**config.mk**
```make
export PLATFORM = sky130hd
export DESIGN_NAME = auxdiv_top
export DESIGN_NICKNAME = d
export VERILOG_FILES = /design/src/rtl/auxdiv_pkg.sv /design/src/rtl/auxdiv_ctrl.sv /design/src/rtl/auxdiv_dpath.sv /design/src/rtl/auxdiv_top.sv
export SDC_FILE = /design/constraint.sdc
export NUM_CORES = 1
export LEC_CHECK = 0
export ABC_AREA = 1
export BUFFER_PORTS_ARGS = -buffer_cell sky130_fd_sc_hd__buf_2
export CAP_MARGIN = 20
export CORE_AREA = 2 2 39 41
export DETAILED_ROUTE_END_ITERATION = 10
export DIE_AREA = 0 0 41 43
export PLACE_DENSITY = 0.62
export SYNTH_ARGS = -nofsm -noshare
export SYNTH_HDL_FRONTEND = slang
export SYNTH_SLANG_ARGS = --single-unit
```
**constraint.sdc**
```tcl
create_clock -name clk -period 2.25 [get_ports clk]
set_input_delay 0.5625 -clock clk [delete_from_list [all_inputs] [get_ports clk]]
set_output_delay 0.5625 -clock clk [all_outputs]
set_load 0.1 [all_outputs]
```
**src/rtl/auxdiv_pkg.sv**
```systemverilog
package auxdiv_pkg;

  typedef enum logic [2:0] {
    SEL_LOW_A = 3'b000,
    SEL_LOCK  = 3'b001,
    SEL_FB    = 3'b010,
    SEL_HIGH  = 3'b011,
    SEL_REF   = 3'b100,
    SEL_HALF  = 3'b101,
    SEL_PULSE = 3'b110,
    SEL_LOW_B = 3'b111
  } src_sel_e;

  // Strobes from the count control into the output datapath
  typedef struct packed {
    logic tick;   // terminal count of an armed period
    logic idle;   // divider parked (illegal divide value)
  } div_strobe_t;

endpackage

```
**src/rtl/auxdiv_ctrl.sv**
```systemverilog
module auxdiv_ctrl
  import auxdiv_pkg::*;
#(
  parameter int DIV_W   = 5,
  parameter int MIN_DIV = 2
) (
  input  logic             clk,
  input  logic             rst,
  input  logic [DIV_W-1:0] divVal,
  output div_strobe_t      strb
);

  localparam logic [DIV_W-1:0] MinVal = DIV_W'(MIN_DIV);

  logic [DIV_W-1:0] cnt;
  logic             armed;
  logic             atZero;

  assign atZero = (cnt == '0);

  // The divide value is sampled only at a zero count, so a change
  // waits for the running period to finish.
  always_ff @(posedge clk) begin
    if (rst) begin
      cnt   <= '0;
      armed <= 1'b0;
    end else if (atZero) begin
      if (divVal >= MinVal) begin
        cnt   <= divVal - 1'b1;
        armed <= 1'b1;
      end else begin
        armed <= 1'b0;
      end
    end else begin
      cnt <= cnt - 1'b1;
    end
  end

  always_comb begin
    strb.tick = armed && atZero;
    strb.idle = !armed;
  end

endmodule

```
**src/rtl/auxdiv_dpath.sv**
```systemverilog
module auxdiv_dpath
  import auxdiv_pkg::*;
(
  input  logic        clk,
  input  logic        rst,
  input  div_strobe_t strb,
  input  logic        halfEn,
  input  logic [2:0]  srcSel,
  input  logic        refPulse,
  input  logic        fbPulse,
  input  logic        lockDet,
  output logic        auxOut
);

  logic pulseQ;
  logic togQ;
  logic muxD;
  logic outQ;

  always_ff @(posedge clk) begin
    if (rst) pulseQ <= 1'b0;
    else     pulseQ <= strb.tick;
  end

  always_ff @(posedge clk) begin
    if (rst || !halfEn || strb.idle) togQ <= 1'b0;
    else if (strb.tick)              togQ <= ~togQ;
  end

  always_comb begin
    unique case (src_sel_e'(srcSel))
      SEL_LOCK:  muxD = lockDet;
      SEL_FB:    muxD = fbPulse;
      SEL_HIGH:  muxD = 1'b1;
      SEL_REF:   muxD = refPulse;
      SEL_HALF:  muxD = togQ;
      SEL_PULSE: muxD = pulseQ;
      default:   muxD = 1'b0;
    endcase
  end

  always_ff @(posedge clk) begin
    if (rst) outQ <= 1'b0;
    else     outQ <= muxD;
  end

  assign auxOut = outQ;

endmodule

```
**src/rtl/auxdiv_top.sv**
```systemverilog
module auxdiv_top
  import auxdiv_pkg::*;
#(
  parameter int DIV_W   = 5,
  parameter int MIN_DIV = 2
) (
  input  logic             clk,
  input  logic             rst,
  input  logic [DIV_W-1:0] divVal,
  input  logic             halfEn,
  input  logic [2:0]       srcSel,
  input  logic             refPulse,
  input  logic             fbPulse,
  input  logic             lockDet,
  output logic             auxOut
);

  div_strobe_t strb;

  auxdiv_ctrl #(.DIV_W(DIV_W), .MIN_DIV(MIN_DIV)) u_ctrl (
    .clk    (clk),
    .rst    (rst),
    .divVal (divVal),
    .strb   (strb)
  );

  auxdiv_dpath u_dpath (
    .clk      (clk),
    .rst      (rst),
    .strb     (strb),
    .halfEn   (halfEn),
    .srcSel   (srcSel),
    .refPulse (refPulse),
    .fbPulse  (fbPulse),
    .lockDet  (lockDet),
    .auxOut   (auxOut)
  );

endmodule

```
==> results of run 1 <==
-- cells in the mapped netlist --
cell,n
nand3_1,3
inv_2,1
o311ai_0,1
o21ai_2,1
nand3_4,1
nand3_2,1
a21oi_1,7
nor2_2,1
o21ai_1,2
nand2_1,11
nor3_1,1
nor2_4,2
nor2_1,10
o21bai_1,1
a31oi_2,1
ha_1,1
inv_1,12
nand4_1,1
a31oi_1,1
o21ai_0,1
o21bai_2,1
dfxtp_1,9
-- layer usage --
metal	vias up	routed length (um)	global-route usage
li1	265	-	-
met5	-	0	0
met3	5	37	0.0471
met1	208	425	0.148
met4	0	31	0.100
met2	12	504	0.231
-- how the worst max path moves through the flow --
| stage | startpoint | endpoint | slack, ns | cells past startpoint |
|---|---|---|---|---|
| floorplan | u_dpath.auxOut | auxOut | 0.78 | 0 |
| global placement | divVal[0] | u_ctrl.cnt[2] | 0.71 | 9 |
| detailed placement | divVal[0] | u_ctrl.cnt[4] | 0.68 | 10 |
| CTS | u_dpath.auxOut | auxOut | 0.70 | 1 |
| global route | u_dpath.auxOut | auxOut | 0.67 | 1 |
| finish | u_dpath.auxOut | auxOut | 0.71 | 1 |
-- state kept, by name, summed over array words and instances (netlist names) --
name / flops
u_ctrl.cnt: 5
u_ctrl.armed: 1
u_dpath.auxOut: 1
u_dpath.pulseQ: 1
u_dpath.togQ: 1
-- worst register-to-register path: stages (launching register included) --
cell      delay, ns
dfxtp_1        0.33
nor2_4         0.17
nand2_1        0.09
o21bai_2       0.16
inv_1          0.07
ha_1           0.21
inv_1          0.05
nor2_1         0.06
o21ai_1        0.13
nor2_1         0.05
-- cells by family after synthesis --
| kind of cell | count (synthesis) |
|---|---|
| buffers and inverters | 13 |
| and+or+nand+nor | 31 |
| AOI/OAI and AO/OA | 16 |
| adders and majority gates | 1 |
| DFF | 9 |
-- cell type report --
class	count	area, um2	area share
sequential	9	180	0.289
tap	16	20.0	0.0321
inverter	13	48.8	0.0782
multi-input combinational	48	279	0.447
clock buffer	4	26.3	0.0421
timing repair buffer	14	70.1	0.112
-- stage by stage --
| stage | utilization | power (mW) | area, um2 | hold WS (ns) |
|---|---|---|---|---|
| detailed placement | 0.432 | 0.718 | 598 | 0.453 |
| CTS | 0.451 | 0.845 | 624 | 0.465 |
| global placement | 0.432 | 0.708 | 598 | 0.457 |
| finish | 0.451 | 0.834 | 624 | 0.459 |
| floorplan | - | 0.627 | 508 | 0.429 |
| global route | 0.451 | 0.937 | 624 | 0.505 |
-- power by group through the flow --
stage	registers (mW)	logic [mW]	clock network, mW
after floorplan	0.266	0.361	0
after global placement	0.261	0.447	0
after detailed placement	0.262	0.456	0
after CTS	0.259	0.458	0.128
after global routing	0.265	0.526	0.146
final	0.259	0.451	0.124
==> flow_metrics.env, run 1 <==
export IMPL_fin_ws_ns=0.714
export IMPL_first_global_vias=444
export IMPL_critPathMaxStageDelay_ns=0.41
export IMPL_coreArea_mm2=0.00138
export IMPL_ctsHtreeMaxLevel=1
export IMPL_synth_xor_area_frac=0
export IMPL_firstDrtPassIters=2
export IMPL_cp_max_fo=1
export IMPL_layout_nets=104
export IMPL_cts_root_buf="clkbuf_4"
export IMPL_synth_compound_gate_area_share=0.207
export IMPL_post_route_period_util=0.682
export IMPL_skew_ns=0.000668
export IMPL_ys_types=22
export IMPL_synth_largest_area_cell="dfxtp_1"
export IMPL_cts_buffer_depth=2
export IMPL_ant_nets=0
export IMPL_diodes=0
export IMPL_synth_top_family_by_area="simple AND/OR/NAND/NOR gates"
export IMPL_die_area_mm2=0.00176
export IMPL_vias_per_cell=4.71
export IMPL_synth_nets=85
export IMPL_fin_setup_tns_ns=0
export IMPL_power_frac_seq=0.310
export IMPL_comb_power_share=0.541
export IMPL_gp_congestion=0.713
export IMPL_critical_path_top_delay_family="buffers and inverters"
export IMPL_drt_wirelength_per_cell_um=9.61
export IMPL_overflow=0
export IMPL_drtIter0Drc=10
export IMPL_ir_drop_v=0.000444
export IMPL_cp_arrival_ns=0.97
export IMPL_hold_buffers=0
export IMPL_slew_viol_final=0
export IMPL_cts_buffers=3
export IMPL_grt_max_degree=7
export IMPL_synthAdderAreaFrac=0.0246
export IMPL_insertion_delay_ns=0.26
export IMPL_hold_path_startpoint="u_dpath.togQ"
export IMPL_p_switching_mw=0.381
export IMPL_hold_end="u_dpath.togQ"
export IMPL_fillCellCount=163
export IMPL_final_layout_size_suffix_gt1_frac=0.295
export IMPL_avgSynthCellArea_um2=7.26
export IMPL_cp_end_kind="output port"
export IMPL_clockPowerShare=0.149
export IMPL_grt_use_total=0.144
export IMPL_rr_startpoint="u_ctrl.cnt[4]"
export IMPL_intPower_mw=0.452
export IMPL_dp_cells=100
export IMPL_p_leak_nw=0.312
export IMPL_maxCapViolCount=0
export IMPL_finalHoldViolations=0
export IMPL_worstSetupPathType="reg -> out"
export IMPL_portBuffers=14
export IMPL_wirelength_um=999
export IMPL_slew_headroom=0.680
export IMPL_hold_path_class="reg -> reg"
export IMPL_grt_pass1_wl_um=1660
export IMPL_reg2reg_slack_ns=0.82
export IMPL_cts_setup_buffers=0
export IMPL_clkTransAtPathRegs_ns=0.06
export IMPL_synth_simple_area_share=0.318
export IMPL_pin_count=15
export IMPL_powerDensity_mw_per_mm2=1340
export IMPL_setup_viol=0
export IMPL_cts_sinks=9
export IMPL_initial_core_util=0.367
export IMPL_cp_start_kind="flip-flop"
export IMPL_rows=14
export IMPL_period_minus_slack_ns=1.54
export IMPL_pre_cts_ws_ns=0.675
export IMPL_muxShareOfSynthArea=0
export IMPL_ys_ff_latch=9
export IMPL_drc=0
export IMPL_netlist_top_cells_area="dfxtp_1 35%, inv_1 8.9%, nand2_1 8.1%"
export IMPL_synth_top_cell_area_share=0.355
export IMPL_reg2reg_to="u_ctrl.cnt[2]"
export IMPL_synth_cells=70
export IMPL_max_freq_mhz=651
export IMPL_vias=490
export IMPL_antenna_found_initial=0
export IMPL_dp_hpwl_um=868
export IMPL_worstPathRequired_ns=1.69
export IMPL_yosysWarnings=0
export IMPL_dieHeight_um=43
export IMPL_syn_to_final_growth_pct=22.9
export IMPL_dieWidth_um=41
export IMPL_final_common_cell="buf_2"
export IMPL_post_cts_resized=0
export IMPL_path_buf_inv=1
export IMPL_min_path_cells=1
export IMPL_reg2reg_depth=9
export IMPL_layout_common_cells="14 x buf_2, 12 x inv_1, 11 x nand2_1"
export IMPL_stdcell_count=104
export IMPL_cts_tree="done"
export IMPL_syn_area_um2=508
export IMPL_tightest_slew_ns=0.483
export IMPL_yosysSeqAreaShare=0.355
export IMPL_rsz0062_at_grt="false"
export IMPL_status="finished, final reports clean"
export IMPL_crit_path_top_delay_cell="buf_2"
export IMPL_crit_chain="buf_2"
export IMPL_swShare=0.458
Note: power is estimated with default switching activity, not from simulation.
==> run 2: changes to the inputs <==
--- a/config.mk
+++ b/config.mk
@@ -11,7 +11,7 @@
 export CORE_AREA = 2 2 39 41
 export DETAILED_ROUTE_END_ITERATION = 10
 export DIE_AREA = 0 0 41 43
-export PLACE_DENSITY = 0.62
+export PLACE_DENSITY = 0.64
 export SYNTH_ARGS = -nofsm -noshare
 export SYNTH_HDL_FRONTEND = slang
 export SYNTH_SLANG_ARGS = --single-unit
==> constraint.sdc (replaced) <==
create_clock -name clk -period 1.3 [get_ports clk]
set_input_delay 0.325 -clock clk [delete_from_list [all_inputs] [get_ports clk]]
set_output_delay 0.325 -clock clk [all_outputs]
set_load 0.1 [all_outputs]
==> run 2 against run 1 <==
  * The run now ends with setup timing left
  * Worst setup slack worse by 0.72 ns
  * Sequential power up 81%
  * Via count up 9.6%
  * Design area up 25%
  * Sequential share of layout area shrank 4.6 points
  * Sequential cell count is the same
  * Critical path type is now reg -> reg
==> flow_metrics.env, run 2 (synthesis results as in run 1) <==
export IMPL_placed_cell_area_um2=661
export IMPL_die_area_mm2=0.00176
export IMPL_ir_drop_v=0.00110
export IMPL_fin_ws_ns=-0.00154
export IMPL_coreArea_mm2=0.00138
export IMPL_cp_arrival_ns=1.48
export IMPL_vias_per_cell=4.75
export IMPL_cts_tree="done"
export IMPL_overflow=0
export IMPL_vias=537
export IMPL_drc=0
export IMPL_skew_ns=0.00768
export IMPL_diodes=0
export IMPL_cts_root_buf="clkbuf_4"
export IMPL_holdWs_ns=0.297
export IMPL_setup_viol=1
export IMPL_max_freq_mhz=768
export IMPL_violations="setup timing"
export IMPL_firstDrtPassIters=4
export IMPL_final_layout_size_suffix_gt1_frac=0.536
export IMPL_dieWidth_um=41
export IMPL_stdcell_count=113
export IMPL_rsz0062_at_grt="true"
export IMPL_slew_headroom=0.804
export IMPL_period_minus_slack_ns=1.30
export IMPL_cts_buffer_depth=2
export IMPL_wirelength_um=1200
export IMPL_cp_end_kind="flip-flop"
export IMPL_pin_count=15
export IMPL_grt_pass1_wl_um=1780
export IMPL_layout_nets=113
export IMPL_cts_buffers=3
export IMPL_final_common_cell="buf_2"
export IMPL_largest_register_ffs=5
export IMPL_layout_common_cells="13 x buf_2, 10 x inv_1, 9 x buf_4"
export IMPL_fin_area_um2=778
export IMPL_syn_to_final_growth_pct=53.2
export IMPL_ctsHtreeMaxLevel=1
export IMPL_hold_buffers=0
export IMPL_drt_wirelength_per_cell_um=10.6
export IMPL_dieHeight_um=43
export IMPL_dp_cells=106
export IMPL_initial_core_util=0.367
export IMPL_worstPathRequired_ns=1.48
export IMPL_pre_cts_ws_ns=-0.0450
export IMPL_finalHoldViolations=0
export IMPL_grt_use_total=0.150
export IMPL_p_leak_nw=0.364
export IMPL_insertion_delay_ns=0.25
export IMPL_grt_max_degree=6
export IMPL_dp_hpwl_um=934
export IMPL_slew_viol_final=0
export IMPL_cp_max_fo=3
export IMPL_largest_register="u_ctrl.cnt"
export IMPL_cts_sinks=9
export IMPL_antenna_found_initial=0
export IMPL_worstSetupPathType="reg -> reg"
export IMPL_drtIter0Drc=8
export IMPL_clkTransAtPathRegs_ns=0.06
export IMPL_gp_congestion=0.735
export IMPL_ant_nets=0
export IMPL_status="finished with violations"
export IMPL_first_global_vias=453
export IMPL_post_route_period_util=1.00
export IMPL_tightest_slew_ns=0.290
export IMPL_p_total_mw=2.01
export IMPL_cp_start_kind="flip-flop"
export IMPL_hold_path_class="in -> reg"
export IMPL_rows=14
export IMPL_portBuffers=14
export IMPL_maxCapViolCount=0
export IMPL_powerDensity_mw_per_mm2=2580
==> run 2: changes by cell type in the layout (fill, tap and decap cells not counted), moves of 2 or more <==
| cell | change |
|---|---|
| nand2_1 | -3 |
| nor2_1 | -4 |
| buf_4 | +9 |
| dfxtp_1 | -5 |
| nand2_2 | +3 |
| dfxtp_2 | +4 |
| inv_1 | -2 |
| nor2_2 | +3 |
==> run 2: through the flow <==
stage / TNS [ns] / utilization
detailed placement: -0.0616 / 0.477
finish: -0.00154 / 0.562
CTS: 0 / 0.501
global placement: -0.0224 / 0.477
floorplan: 0 / -
global route: -0.202 / 0.562
==> run 2: what timing repair did <==
action                                  in CTS  in global routing
endpoints found under the setup margin       2                  4
pin swaps                                    1                  8
buffers inserted                             0                  3
gates resized for setup                      4                 18
==> run 2: power by group <==
| part | switching [mW] | leakage, nW | internal, mW |
|---|---|---|---|
| clock | 0.0916 | 0.0150 | 0.118 |
| combinational | 0.706 | 0.273 | 0.619 |
| sequential | 0.0766 | 0.0761 | 0.393 |
==> run 2: worst paths after layout <==
path / startpoint / end / slack (ns) / depth (start not counted)
hold / removal: rst / u_ctrl.cnt[2] / 0.30 / 2
setup / recovery: u_ctrl.cnt[2] / u_ctrl.cnt[4] / -0.002 / 10
hold reg to reg: u_dpath.togQ / u_dpath.togQ / 0.46 / 1
setup reg to reg: u_ctrl.cnt[2] / u_ctrl.cnt[4] / -0.002 / 10
==> run 2: final cells by class <==
cell class	instances	area, um2
fill	129	606
inverter	13	51.3
sequential	9	189
tap	16	20.0
clock buffer	4	26.3
multi-input combinational	48	339
timing repair buffer	23	153
==> run 2: critical path, cell delays in order (launching register included) <==
cell	delay (ns)
dfxtp_4	0.36
nor2_4	0.12
nand4_1	0.10
nand2_1	0.09
inv_1	0.07
ha_4	0.17
inv_4	0.05
nor2_4	0.03
nand2_1	0.05
nand2_1	0.06
a21oi_2	0.12
==> run 2: routing by layer <==
layer  GRT usage  vias to the layer above  wire length, um
li1            -                      284                -
met1       0.186                      241              522
met2       0.241                       10              625
met3      0.0314                        2               43
met4      0.0600                        0                9
met5           0                        -                0
==> run 3: changes to the inputs <==
--- a/config.mk
+++ b/config.mk
@@ -5,13 +5,12 @@
 export SDC_FILE = /design/constraint.sdc
 export NUM_CORES = 1
 export LEC_CHECK = 0
-export ABC_AREA = 1
 export BUFFER_PORTS_ARGS = -buffer_cell sky130_fd_sc_hd__buf_2
 export CAP_MARGIN = 20
 export CORE_AREA = 2 2 39 41
 export DETAILED_ROUTE_END_ITERATION = 10
 export DIE_AREA = 0 0 41 43
-export PLACE_DENSITY = 0.64
+export PLACE_DENSITY = 0.59
 export SYNTH_ARGS = -nofsm -noshare
 export SYNTH_HDL_FRONTEND = slang
 export SYNTH_SLANG_ARGS = --single-unit
==> run 3 against run 2 <==
  * Wire length decreased by 5.8%
  * The run still ends with setup timing left
  * Core utilization decreased by 4.1 points
  * Sequential power decreased by 8.9%
  * Cell count decreased by 17%
  * Combinational power decreased by 32%
  * Clock skew decreased by 0.0075 ns
  * Register-to-register slack got worse by 0.24 ns
  * Synthesized cell count decreased by 31%
  * Global-route usage increased by 1.1 points
==> flow_metrics.env, run 3 <==
export IMPL_status="finished with violations"
export IMPL_violations="setup timing"
export IMPL_yosysSeqAreaShare=0.409
export IMPL_synth_top_cell_area_share=0.409
export IMPL_antenna_found_initial=0
export IMPL_final_layout_size_suffix_gt1_frac=0.538
export IMPL_tightest_slew_ns=0.367
export IMPL_vias_per_cell=5.13
export IMPL_ctsHtreeMaxLevel=1
export IMPL_crit_chain="nor4_4 > and2_4 > a21oi_2 > ha_4 > nor3b_4 > o41ai_2 > xnor2_1 > nor2_1"
export IMPL_rows=14
export IMPL_synth_largest_area_cell="dfxtp_1"
export IMPL_worstSetupStartpoint="u_ctrl.cnt[4]"
export IMPL_powerDensity_mw_per_mm2=2150
export IMPL_setup_viol=4
export IMPL_grt_use_total=0.161
export IMPL_coreArea_mm2=0.00138
export IMPL_netlist_top_cells_area="dfxtp_1 41%, nor2_1 8.5%, xor2_1 6.0%"
export IMPL_dieHeight_um=43
export IMPL_reg2reg_slack_ns=-0.24
export IMPL_layout_common_cells="13 x buf_2, 12 x buf_4, 10 x nor2_1"
export IMPL_ff_latch_area_um2=185
export IMPL_vias=482
export IMPL_initial_core_util=0.318
export IMPL_cts_buffer_depth=2
export IMPL_clkTransAtPathRegs_ns=0.06
export IMPL_reg2reg_to="u_ctrl.cnt[4]"
export IMPL_multi_input_area_um2=304
export IMPL_async_reset_ff_frac=0
export IMPL_fin_ws_ns=-0.245
export IMPL_worstPathRequired_ns=1.46
export IMPL_ys_ff_latch=9
export IMPL_drtIter0Drc=6
export IMPL_cts_buffers=3
export IMPL_crit_end="u_ctrl.cnt[4]"
export IMPL_ant_nets=0
export IMPL_synth_nets=63
export IMPL_cp_max_fo=2
export IMPL_synth_edf_count=0
export IMPL_gp_congestion=0.814
export IMPL_hold_buffers=0
export IMPL_cp_end_kind="flip-flop"
export IMPL_p_total_mw=1.55
export IMPL_drt_wirelength_per_cell_um=12.0
export IMPL_insertion_delay_ns=0.26
export IMPL_synth_most_common_cell="nor2_1"
export IMPL_cts_sinks=9
export IMPL_syn_to_final_growth_pct=63.9
export IMPL_yosys_top_cells_count="10 x nor2_1, 9 x dfxtp_1, 5 x a21oi_1"
export IMPL_reg2reg_depth=8
export IMPL_rsz0062_at_grt="true"
export IMPL_worstSetupPathType="reg -> reg"
export IMPL_period_minus_slack_ns=1.54
export IMPL_firstDrtPassIters=4
export IMPL_max_freq_mhz=647
export IMPL_drc=0
export IMPL_cts_tree="done"
export IMPL_finalHoldViolations=0
export IMPL_critical_path_top_delay_family="simple AND/OR/NAND/NOR gates"
export IMPL_final_common_cell="buf_2"
export IMPL_post_route_period_util=1.19
export IMPL_cp_num_cells=8
export IMPL_cp_start_kind="flip-flop"
export IMPL_skew_ns=0.000215
export IMPL_largest_register_ffs=5
export IMPL_grt_max_degree=7
export IMPL_avgSynthCellArea_um2=9.18
export IMPL_rr_startpoint="u_ctrl.cnt[4]"
export IMPL_cp_arrival_ns=1.70
export IMPL_placed_cell_area_um2=637
export IMPL_yosysWarnings=0
export IMPL_dp_hpwl_um=772
export IMPL_slew_viol_final=0
export IMPL_fin_setup_tns_ns=-0.509
export IMPL_layout_nets=94
export IMPL_diodes=0
export IMPL_fin_area_um2=722
export IMPL_p_leak_nw=0.323
export IMPL_ys_types=21
export IMPL_portBuffers=14
export IMPL_die_area_mm2=0.00176
export IMPL_dieWidth_um=41
export IMPL_ir_drop_v=0.000983
export IMPL_hold_path_class="in -> reg"
export IMPL_holdWs_ns=0.295
export IMPL_overflow=0
export IMPL_path_buf_inv=0
export IMPL_syn_area_um2=440
export IMPL_largest_register="u_ctrl.cnt"
export IMPL_crit_path_top_delay_cell="dfxtp_2"
export IMPL_cts_root_buf="clkbuf_4"
export IMPL_pin_count=15
export IMPL_grt_pass1_wl_um=1840
export IMPL_wirelength_um=1130
export IMPL_first_global_vias=474
export IMPL_critPathMaxStageDelay_ns=0.33
export IMPL_fillCellCount=144
export IMPL_synth_main_ff_cell="dfxtp_1"
export IMPL_slew_headroom=0.749
export IMPL_synth_cells=48
export IMPL_maxCapViolCount=0
-- run 3: changes by cell type after synthesis, sizes merged, moves of 2 or more --
cell / change
a2111oi: +2
o21ai: -4
o21bai: -2
nand2: -11
xor2: +3
nand3: -5
nor2: -3
inv: -10
nor4: +2
a21oi: -2
-- run 3: repair_timing --
action	4_1_cts	5_1_grt
setup endpoints to repair	6	5
setup buffers	1	0
resized for setup	9	1
pin swaps	3	4
-- run 3: cells by family (layout without fill, tap and decap cells) --
kind of cell,Yosys count,after routing,share of synthesized area
AOI/OAI and AO/OA,13,13,0.207
adders and majority gates,1,1,0.0284
DFF,9,9,0.409
xor gates and xnor gates,4,4,0.0796
and+or+nand+nor,18,18,0.250
buffers and inverters,3,33,0.0256
-- run 3: power breakdown --
group          internal [mW]  switching [mW]
logic                  0.497           0.409
clock network          0.118           0.100
registers              0.365          0.0625
-- run 3: worst reg2reg max path: cells and delay by family (launching register included) --
family | cells | cell delay (ns)
AOI/OAI and AO/OA | 2 | 0.12
xor gates and xnor gates | 1 | 0.16
adders and majority gates | 1 | 0.16
DFF | 1 | 0.33
and+or+nand+nor | 4 | 0.68
-- run 3: final cells by class --
cell class              count  share of cell area
flip-flops and latches      9               0.256
clock buffers               4              0.0364
well taps                  16              0.0277
inverters                   3              0.0156
repair buffers             26               0.243
multi-input cells          36               0.421
-- run 3: worst min-delay path by stage --
stage                       from             end  slack (ns)  cells past startpoint
floorplan                    rst  u_dpath.auxOut        0.41                      1
global route                 rst  u_dpath.auxOut        0.29                      2
detailed placement  u_ctrl.armed    u_ctrl.armed        0.48                      2
global placement    u_ctrl.armed    u_ctrl.armed        0.47                      2
finish                       rst  u_dpath.auxOut        0.30                      2
CTS                    divVal[0]   u_ctrl.cnt[0]        0.28                      2
-- run 3: stage by stage --
step	std cells	worst slack (ns)	util
global route	94	-0.282	0.522
floorplan	48	-0.405	-
finish	94	-0.245	0.522
CTS	94	-0.252	0.516
global placement	89	-0.263	0.460
detailed placement	89	-0.290	0.460
-- run 3: per-layer routing --
metal,global-route usage,vias up,routed length (um)
li1,-,235,-
met1,0.179,223,492
met2,0.263,20,542
met3,0.0314,4,72
met4,0.100,0,24
met5,0,-,0
